File: config.mk
export PLATFORM = sky130hd
export DESIGN_NAME = region_list_gen
export DESIGN_NICKNAME = d
export VERILOG_FILES = /design/src/rtl/rlg_pkg.sv /design/src/rtl/rlg_total_sel.sv /design/src/rtl/rlg_region_calc.sv /design/src/rtl/region_list_gen.sv
export SDC_FILE = /design/constraint.sdc
export NUM_CORES = 1
export LEC_CHECK = 0
export BUFFER_PORTS_ARGS = -buffer_cell sky130_fd_sc_hd__buf_4
export CORE_ASPECT_RATIO = 0.5
export CORE_MARGIN = 2
export CORE_UTILIZATION = 37
export CTS_CLUSTER_DIAMETER = 80
export CTS_CLUSTER_SIZE = 25
export DETAILED_ROUTE_END_ITERATION = 12
export GPL_ROUTABILITY_DRIVEN = 0
export PLACE_DENSITY = 0.57
export SLEW_MARGIN = 25
export SYNTH_ARGS = -nofsm -noshare
export SYNTH_HDL_FRONTEND = slang
export SYNTH_HIERARCHICAL = 1
export SYNTH_SLANG_ARGS = --single-unit
File: constraint.sdc
create_clock -name clk -period 15 [get_ports clk]
set_clock_uncertainty 0.15 [all_clocks]
set_input_delay 3 -clock clk [delete_from_list [all_inputs] [get_ports clk]]
set_output_delay 3 -clock clk [all_outputs]
set_load 0.01 [all_outputs]
File: src/rtl/rlg_pkg.sv
package rlg_pkg;

    typedef enum logic [1:0] {
        ST_IDLE = 2'd0,
        ST_ADDR = 2'd1,
        ST_CNT  = 2'd2
    } gen_state_e;

    localparam int DESC_WORD_W = 32;

endpackage

File: src/rtl/rlg_total_sel.sv
module rlg_total_sel #(
    parameter int BYTE_W     = 32,
    parameter int SECT_W     = 16,
    parameter int SECT_SHIFT = 9
) (
    input  logic              sector_mode,
    input  logic [BYTE_W-1:0] byte_count,
    input  logic [SECT_W-1:0] sector_count,
    output logic [BYTE_W-1:0] total
);
    localparam int SECT_BYTES_W = SECT_W + SECT_SHIFT;

    logic [SECT_BYTES_W-1:0] sect_bytes;

    always_comb begin
        sect_bytes = {sector_count, {SECT_SHIFT{1'b0}}};
        if (sector_mode) begin
            total = BYTE_W'(sect_bytes);
        end else begin
            total = byte_count;
        end
    end
endmodule

File: src/rtl/rlg_region_calc.sv
module rlg_region_calc #(
    parameter int ADDR_W      = 32,
    parameter int BYTE_W      = 32,
    parameter int REGION_LOG2 = 16
) (
    input  logic [ADDR_W-1:0]      cur_addr,
    input  logic [BYTE_W-1:0]      remaining,
    output logic [REGION_LOG2:0]   len,
    output logic                   is_last,
    output logic [31:0]            count_word
);
    localparam int LEN_W     = REGION_LOG2 + 1;
    localparam int FULL      = 1 << REGION_LOG2;
    localparam int PAD_W     = 31 - REGION_LOG2;

    logic [LEN_W-1:0] to_boundary;
    logic [LEN_W-1:0] capped;

    always_comb begin
        // distance to next aligned region boundary, range 1..FULL
        to_boundary = LEN_W'(FULL) - {1'b0, cur_addr[REGION_LOG2-1:0]};
        if (remaining > BYTE_W'(FULL)) begin
            capped = LEN_W'(FULL);
        end else begin
            capped = remaining[LEN_W-1:0];
        end
        len        = (to_boundary < capped) ? to_boundary : capped;
        is_last    = (remaining == BYTE_W'(len));
        count_word = {is_last, {PAD_W{1'b0}}, len[REGION_LOG2-1:0]};
    end
endmodule

File: src/rtl/region_list_gen.sv
module region_list_gen #(
    parameter int ADDR_W      = 32,
    parameter int BYTE_W      = 32,
    parameter int SECT_W      = 16,
    parameter int SECT_SHIFT  = 9,
    parameter int REGION_LOG2 = 16,
    parameter int MAX_XFER    = 262144,
    parameter int MAX_DESC    = (MAX_XFER / (1 << REGION_LOG2) + 2) * 4,
    parameter int CNT_W       = $clog2(MAX_DESC + 1)
) (
    input  logic              clk,
    input  logic              rst_n,
    input  logic              start,
    input  logic [ADDR_W-1:0] start_addr,
    input  logic [BYTE_W-1:0] byte_count,
    input  logic              sector_mode,
    input  logic [SECT_W-1:0] sector_count,
    input  logic              dir,
    input  logic [ADDR_W-1:0] list_base,
    output logic              mw_valid,
    input  logic              mw_ready,
    output logic [ADDR_W-1:0] mw_addr,
    output logic [31:0]       mw_data,
    output logic              busy,
    output logic              done,
    output logic [CNT_W-1:0]  desc_count,
    output logic              overflow,
    output logic              xfer_to_dev
);
    import rlg_pkg::*;

    localparam int LEN_W = REGION_LOG2 + 1;

    typedef struct packed {
        gen_state_e        st;
        logic [ADDR_W-1:0] ptr;
        logic [ADDR_W-1:0] cur;
        logic [BYTE_W-1:0] rem;
        logic [CNT_W-1:0]  n;
        logic              ovf;
        logic              done;
        logic              dir;
    } gen_regs_t;

    gen_regs_t regs_q, regs_d;

    logic [BYTE_W-1:0] total;
    logic [LEN_W-1:0]  len;
    logic              is_last;
    logic [31:0]       count_word;

    rlg_total_sel #(
        .BYTE_W     (BYTE_W),
        .SECT_W     (SECT_W),
        .SECT_SHIFT (SECT_SHIFT)
    ) u_total (
        .sector_mode  (sector_mode),
        .byte_count   (byte_count),
        .sector_count (sector_count),
        .total        (total)
    );

    rlg_region_calc #(
        .ADDR_W      (ADDR_W),
        .BYTE_W      (BYTE_W),
        .REGION_LOG2 (REGION_LOG2)
    ) u_region (
        .cur_addr   (regs_q.cur),
        .remaining  (regs_q.rem),
        .len        (len),
        .is_last    (is_last),
        .count_word (count_word)
    );

    always_comb begin
        regs_d      = regs_q;
        regs_d.done = 1'b0;
        unique case (regs_q.st)
            ST_IDLE: begin
                if (start) begin
                    regs_d.ptr = list_base;
                    regs_d.cur = start_addr;
                    regs_d.rem = total;
                    regs_d.n   = '0;
                    regs_d.ovf = 1'b0;
                    regs_d.dir = dir;
                    if (total == '0) begin
                        regs_d.done = 1'b1;
                    end else begin
                        regs_d.st = ST_ADDR;
                    end
                end
            end
            ST_ADDR: begin
                if (mw_ready) begin
                    regs_d.ptr = regs_q.ptr + ADDR_W'(4);
                    regs_d.st  = ST_CNT;
                end
            end
            ST_CNT: begin
                if (mw_ready) begin
                    regs_d.ptr = regs_q.ptr + ADDR_W'(4);
                    regs_d.cur = regs_q.cur + ADDR_W'(len);
                    regs_d.rem = regs_q.rem - BYTE_W'(len);
                    regs_d.n   = regs_q.n + CNT_W'(1);
                    if (is_last) begin
                        regs_d.st   = ST_IDLE;
                        regs_d.done = 1'b1;
                    end else if (regs_q.n + CNT_W'(1) == CNT_W'(MAX_DESC)) begin
                        regs_d.st   = ST_IDLE;
                        regs_d.ovf  = 1'b1;
                        regs_d.done = 1'b1;
                    end else begin
                        regs_d.st = ST_ADDR;
                    end
                end
            end
            default: regs_d.st = ST_IDLE;
        endcase
    end

    always_ff @(posedge clk or negedge rst_n) begin
        if (!rst_n) begin
            regs_q <= '0;
        end else begin
            regs_q <= regs_d;
        end
    end

    assign mw_valid    = (regs_q.st != ST_IDLE);
    assign busy        = (regs_q.st != ST_IDLE);
    assign mw_addr     = regs_q.ptr;
    assign mw_data     = (regs_q.st == ST_CNT) ? count_word : DESC_WORD_W'(regs_q.cur);
    assign done        = regs_q.done;
    assign desc_count  = regs_q.n;
    assign overflow    = regs_q.ovf;
    assign xfer_to_dev = regs_q.dir;

endmodule

==> After elaboration in Yosys (flattened, before gate mapping) <==
Index checks and enable logic that the tools add are counted.
{ "op_classes": {"magnitude_cmp": 2, "n_eq_ne": 10, "reduce_logical": 10, "n_addsub": 5, "mux": 17} }
{ "ops": {"columns": ["op", "count"], "rows": [
  ["71-bit case mux with 2 select lines", 1],
  ["106-bit 2-to-1 mux", 1],
  ["105-bit 2-to-1 mux", 1],
  ["32-bit case mux with 3 select lines", 1],
  ["32-bit 2-to-1 mux", 2],
  ["17-bit 2-to-1 mux", 2],
  ["34-bit 2-to-1 mux", 1],
  ["32-bit by 17-bit adder with 32-bit output", 1],
  ["32-bit by 3-bit adder with 32-bit output (second input constant)", 1],
  ["32-bit by 17-bit equality test with 1-bit output", 1],
  ["32-bit by 17-bit > comparator with 1-bit output (second input constant)", 1],
  ["32-bit logical NOT", 1],
  ["32-bit by 17-bit subtractor with 32-bit output", 1],
  ["17-bit less-than comparator", 1],
  ["17-bit by 16-bit subtractor with 17-bit output (first input constant)", 1],
  ["2-bit != test (second input constant)", 6],
  ["4-bit AND reduction", 2],
  ["2-bit 2-to-1 mux", 3],
  ["2-bit case mux with 3 select lines", 1],
  ["5-bit by 1-bit adder with 5-bit output (second input constant)", 1],
  ["5-bit equality test (second input constant)", 1],
  ["5-bit AND reduction", 1],
  ["1-bit 2-to-1 mux", 4],
  ["2-bit nonzero test", 2],
  ["other kinds (6)", 6]
]} }
{ "word_totals": {"input_bits": 118, "ff_bits": 106, "wordCells": 52, "out_inout_bits": 74} }

==> Depth between registers and ports, before layout <==
{ "logic_depth": {"ltp_word": 8, "mapped_depth": 25, "mapped_depth_nobuf": 23} }

==> By module <==
Netlist, hierarchy kept.
{ "by_module_without_submodules": {"columns": ["mod", "instances", "area_each_um2", "seq_area_each_um2", "cells_each"], "rows": [
  ["region_list_gen", 1, 8366.8, 2652.5, 1036],
  ["rlg_region_calc", 1, 1655.3, 0.0, 225],
  ["rlg_total_sel", 1, 307.8, 0.0, 35]
]} }

==> Worst setup path before layout <==
OpenSTA, ideal clock, no wires.
{ "synth_path": {"path_kind": "flip-flop to output port", "from": "register regs_q[47] (netlist name)", "to": "output mw_data[14]", "n_path_buf": 2, "setup_slack_ns": 7.668, "path_stages_with_launch": 15, "t_arrival_ns": 4.182, "t_required_ns": 11.850, "path_cell_list": "dfrtp_1 buf_6 or4_4 or3_4 or4_4 xor2_1 ha_1 nand4_1 nor4_1 nand2_1 a31oi_1 or2_2 clkbuf_1 mux2_2 mux2_2"} }
{ "synth_between": {"elab_chain_len": 4} }
{ "synth_rtl": {"columns": ["element", "line_no", "text"], "rows": [
  ["start, declared", "region_list_gen.sv:45", "gen_regs_t regs_q, regs_d;"],
  ["start signal, assigned", "region_list_gen.sv:126", "regs_q <= regs_d;"],
  ["17-bit by 16-bit subtractor with 17-bit output (*)", "rlg_region_calc.sv:21", "to_boundary = LEN_W'(FULL) - {1'b0, cur_addr[REGION_LOG2-1:0]};"],
  ["17-bit less-than comparator", "rlg_region_calc.sv:27", "len = (to_boundary < capped) ? to_boundary : capped;"],
  ["17-bit 2-to-1 mux (*)", "rlg_region_calc.sv:27", null],
  ["via count_word[14]", "region_list_gen.sv:50", "logic [31:0] count_word;"],
  ["32-bit 2-to-1 mux (*)", "region_list_gen.sv:133", "assign mw_data = (regs_q.st == ST_CNT) ? count_word : DESC_WORD_W'(regs_q.cur);"],
  ["end, declared", "region_list_gen.sv:23", "output logic [31:0] mw_data,"]
]} }
The timed path passes the listed nets; every way through them passes the cells marked *.

==> Worst setup path after layout <==
{ "layout_path": {"from": "register regs_q[45] (netlist name)", "to": "output mw_data[6]"} }
Same word-level chain as after synthesis.

==> impl_summary.txt <==
----------------------------------------------------
[Logic synthesis]
  Number of cells produced by synthesis ... 1296
  FFs w/ async S/R, synth ... 1.00
  Synth Register Bits ... 106
  Post-synth top flop ... dfrtp_1
  Largest area contributor in the netlist ... dfrtp_1
  Sequential share of the synthesized area ... 0.257
  Mux share of post-synthesis cell area ... 0.0717
  Post-synthesis xor/xnor area fraction ... 0.0487
  Number of warnings printed during yosys synthesis ... 6
  Proportion of netlist area held by the largest area contributor ... 0.257
  Adder-cell share of the synthesized area ... 0.0741
  Combinational family with the most area after synthesis ... compound AO/OA/AOI/OAI gates
  Library cells used by synthesis ... 79
  Synthesized area ... 10300 µm²
  Number of enable flip-flop cells after synthesis ... 0
  Compound-cell area share of the yosys netlist ... 0.231
  Post-Synth Simple-Gate Area ... 0.218
  Cell types with the largest area share after synthesis ... dfrtp_1 26%, ha_1 7.0%, mux2_2 6.1%
  Syn avg cell area ... 7.97 µm²

[STA]
  Measured slew at the worst slew-check pin ... 946 ps
  Final clock period utilization by the worst path ... 0.566
  Crit path time final ... 8490 ps
  Count of final hold-check violations ... 0
  Achievable clock frequency ... 118 MHz
  Setup violations, final ... 0
  Worst slew margin relative to its limit ... 0.367
  Max-slew violations ... 0
  RSZ-0062 raised after global routing ... false
  Sum Neg Setup Slack ... 0 ps

[Placement]
  Placed standard-cell area ... 11600 µm²
  Half-perimeter wire length after detailed placement ... 24600 µm
  Number of buffers added on ports ... 191

[Drt]
  Residual DRC ... 0
  Sum of routed wire length over all layers ... 34100 µm
  Antenna violation net count after detailed routing ... 0
  Drt via density ... 5.75
  First-pass DRT Iterations ... 8
  Vias ... 10200
  Iteration-0 DRC count of the detailed router ... 1019
  Drt wl/cell ... 19.2 µm

[Floorplanning]
  Floorplan die area ... 29400 µm²
  Core region area ... 27600 µm²
  Starting density of the core ... 0.374
  Top-level port count ... 192
  Die boundary height ... 122 µm
  Row cnt ... 43
  Horiz. Die Dim ... 240 µm

[Cells and area]
  Synth-to-layout area growth ... 15.0%
  Share of layout cells above drive strength 1 ... 0.216
  Commonest non-fill, non-tap cell in the layout ... buf_4
  Top library cells by usage in the layout, fill and taps aside ... 202 x buf_4, 112 x o21ai_0, 109 x a21oi_1, 106 x dfrtp_1, 103 x nand2_1
  Design Area, Final ... 11900 µm²
  Count of nets after finishing ... 1568
  Antenna fix cells ... 0

[Pwr]
  Power per standard cell area ... 236 nW/µm²
  Maximum resistive drop on vdd ... 0.131 mV
  Static leakage ... 5.32 nW

[Setup path]
  Library cell contributing the largest single delay on the critical path ... nor2_1
  Largest delay share family, worst path ... simple AND/OR/NAND/NOR gates
  Worst path max stage delay ... 770 ps
  Buf/Inv on CP ... 1
  Crit-path max FO ... 10
  Cells along the critical path ... nor4_1 > nand2_1 > or4_4 > xor2_1 > ha_1 > a21oi_1 > nand2_1 > a221oi_1 > o21ai_0 > nor2_1 > mux2_2 > mux2_2 > buf_4
  Startpoint kind of the worst setup timing path ... register
  Arrival time of the worst setup path ... 5340 ps
  Worst endpoint required time ... 11850 ps
  Crit end category ... primary output
  Category of the most critical setup path ... reg2out

[Job]
  Max-cap viol count ... 0

[CTS]
  Clock sinks ... 106
  Clk slew on worst S/H paths ... 80 ps
  TritonCTS clock tree ... built
  Number of clock buffers inserted by TritonCTS ... 9
  Clock buffer depth ... 2
  Insertion delay of the later-clocked pin in the worst-skew pair ... 390 ps
  Maximum level of the CTS H-tree ... 3
  Resized Gates After CTS ... 0
  CTS root buffer ... clkbuf_16
  Hold buffers post-CTS ... 0
  Post-CTS setup-driven buffer insertion count ... 0

[Global routing]
  Met1 demand-to-capacity share in global routing ... 0.317
  Initial antenna violation count ... 0
  Met3 Use GR ... 0.0521
  Global route hottest layer ... met2
  Largest net degree at the start of global routing ... 78
  GRT Util Overall ... 0.236
  Number of global-route vias before repair ... 10000
  Met2 GRT Util ... 0.385
  Remaining global-route overflow ... 0
  First-pass GRT wire length ... 54200 µm

[Worst hold path]
  Worst min-delay path class ... reg2reg

[Run status]
  Status ... complete, no violations

----------------------------------------------------
## worst paths after layout
| check | from | end | slack (ps) | depth (start not counted) |
|---|---|---|---|---|
| setup / recovery | regs_q[45] | mw_data[6] | 6510 | 13 |
| hold / removal | xfer_to_dev | xfer_to_dev | 380 | 1 |
| setup reg to reg | regs_q[45] | regs_q[63] | 7700 | 20 |
| hold reg to reg | xfer_to_dev | xfer_to_dev | 380 | 1 |
| max in group asynchronous | rst_n | regs_q[66] | 10850 | 2 |
| min in group asynchronous | rst_n | regs_q[43] | 2490 | 1 |
## Yosys cell counts (all sizes together) (3+ instances only)
cell / instances
o21ai: 117
a21oi: 109
dfrtp: 106
nand2: 103
nor2: 100
buf: 75
clkbuf: 58
ha: 58
mux2: 56
inv: 55
and3: 37
nand3: 37
nor3: 32
nor2b: 26
xnor2: 26
nor4: 25
a31oi: 22
xor2: 21
a221oi: 19
a21o: 14
a32oi: 14
or3: 14
nand4: 13
or4: 12
mux2i: 11
o211ai: 11
o311ai: 11
o22ai: 10
and2: 9
o21a: 9
o31ai: 8
nand2b: 7
a22oi: 6
or2: 6
nand3b: 4
nor3b: 4
o2bb2ai: 4
a211o: 3
a211oi: 3
a311oi: 3
nand4b: 3
xnor3: 3
## stage by stage
stage	std cells	setup WS (ps)	power (mW)	hold slack (ps)	util
after floorplan	1310	7670	2.02	320	-
after global placement	1761	7130	2.49	346	0.420
after detailed placement	1761	7080	2.52	363	0.420
after CTS	1777	6600	2.79	386	0.430
after global routing	1777	6240	3.05	402	0.430
final	1777	6510	2.80	381	0.430
## where the power goes
part / switching (mW) / internal, mW
combinational: 1.14 / 0.822
sequential: 0.186 / 0.401
clock: 0.137 / 0.118
total: 1.46 / 1.34
## state kept, by name, summed over array words and instances (netlist names)
register     cells
regs_q          66
mw_addr         32
desc_count       5
done             1
overflow         1
xfer_to_dev      1
## worst reg2reg max path, delay by kind of cell (launching register included)
family	cells	cell delay [ps]
XOR/XNOR	1	180
flip-flops	1	490
multiplexers	1	570
adder cells (fa/ha/maj)	2	690
AO/OA/AOI/OAI	8	2470
AND/OR/NAND/NOR	8	2660
## kinds of logic after synthesis
family	count (synthesis)
other	1
buffers and inverters	188
AND/OR/NAND/NOR	440
multiplexers	67
XOR/XNOR	51
adder cells (fa/ha/maj)	60
flip-flops	106
AO/OA/AOI/OAI	383
## cell type report
class | count | area, µm²
timing repair buffer | 202 | 1520
clock buffer | 9 | 225
clock inverter | 7 | 65.1
fill | 2811 | 15700
sequential | 106 | 2650
inverter | 55 | 206
multi-input combinational | 1016 | 6740
tap | 382 | 478
## routing by layer
metal | part of all wire | up-vias
met3 | 0.061 | 41
met2 | 0.47 | 305
met4 | 0.018 | 0
li1 | - | 4869
met1 | 0.45 | 4999
met5 | 0 | -
Power figures use the tool's default switching activity.
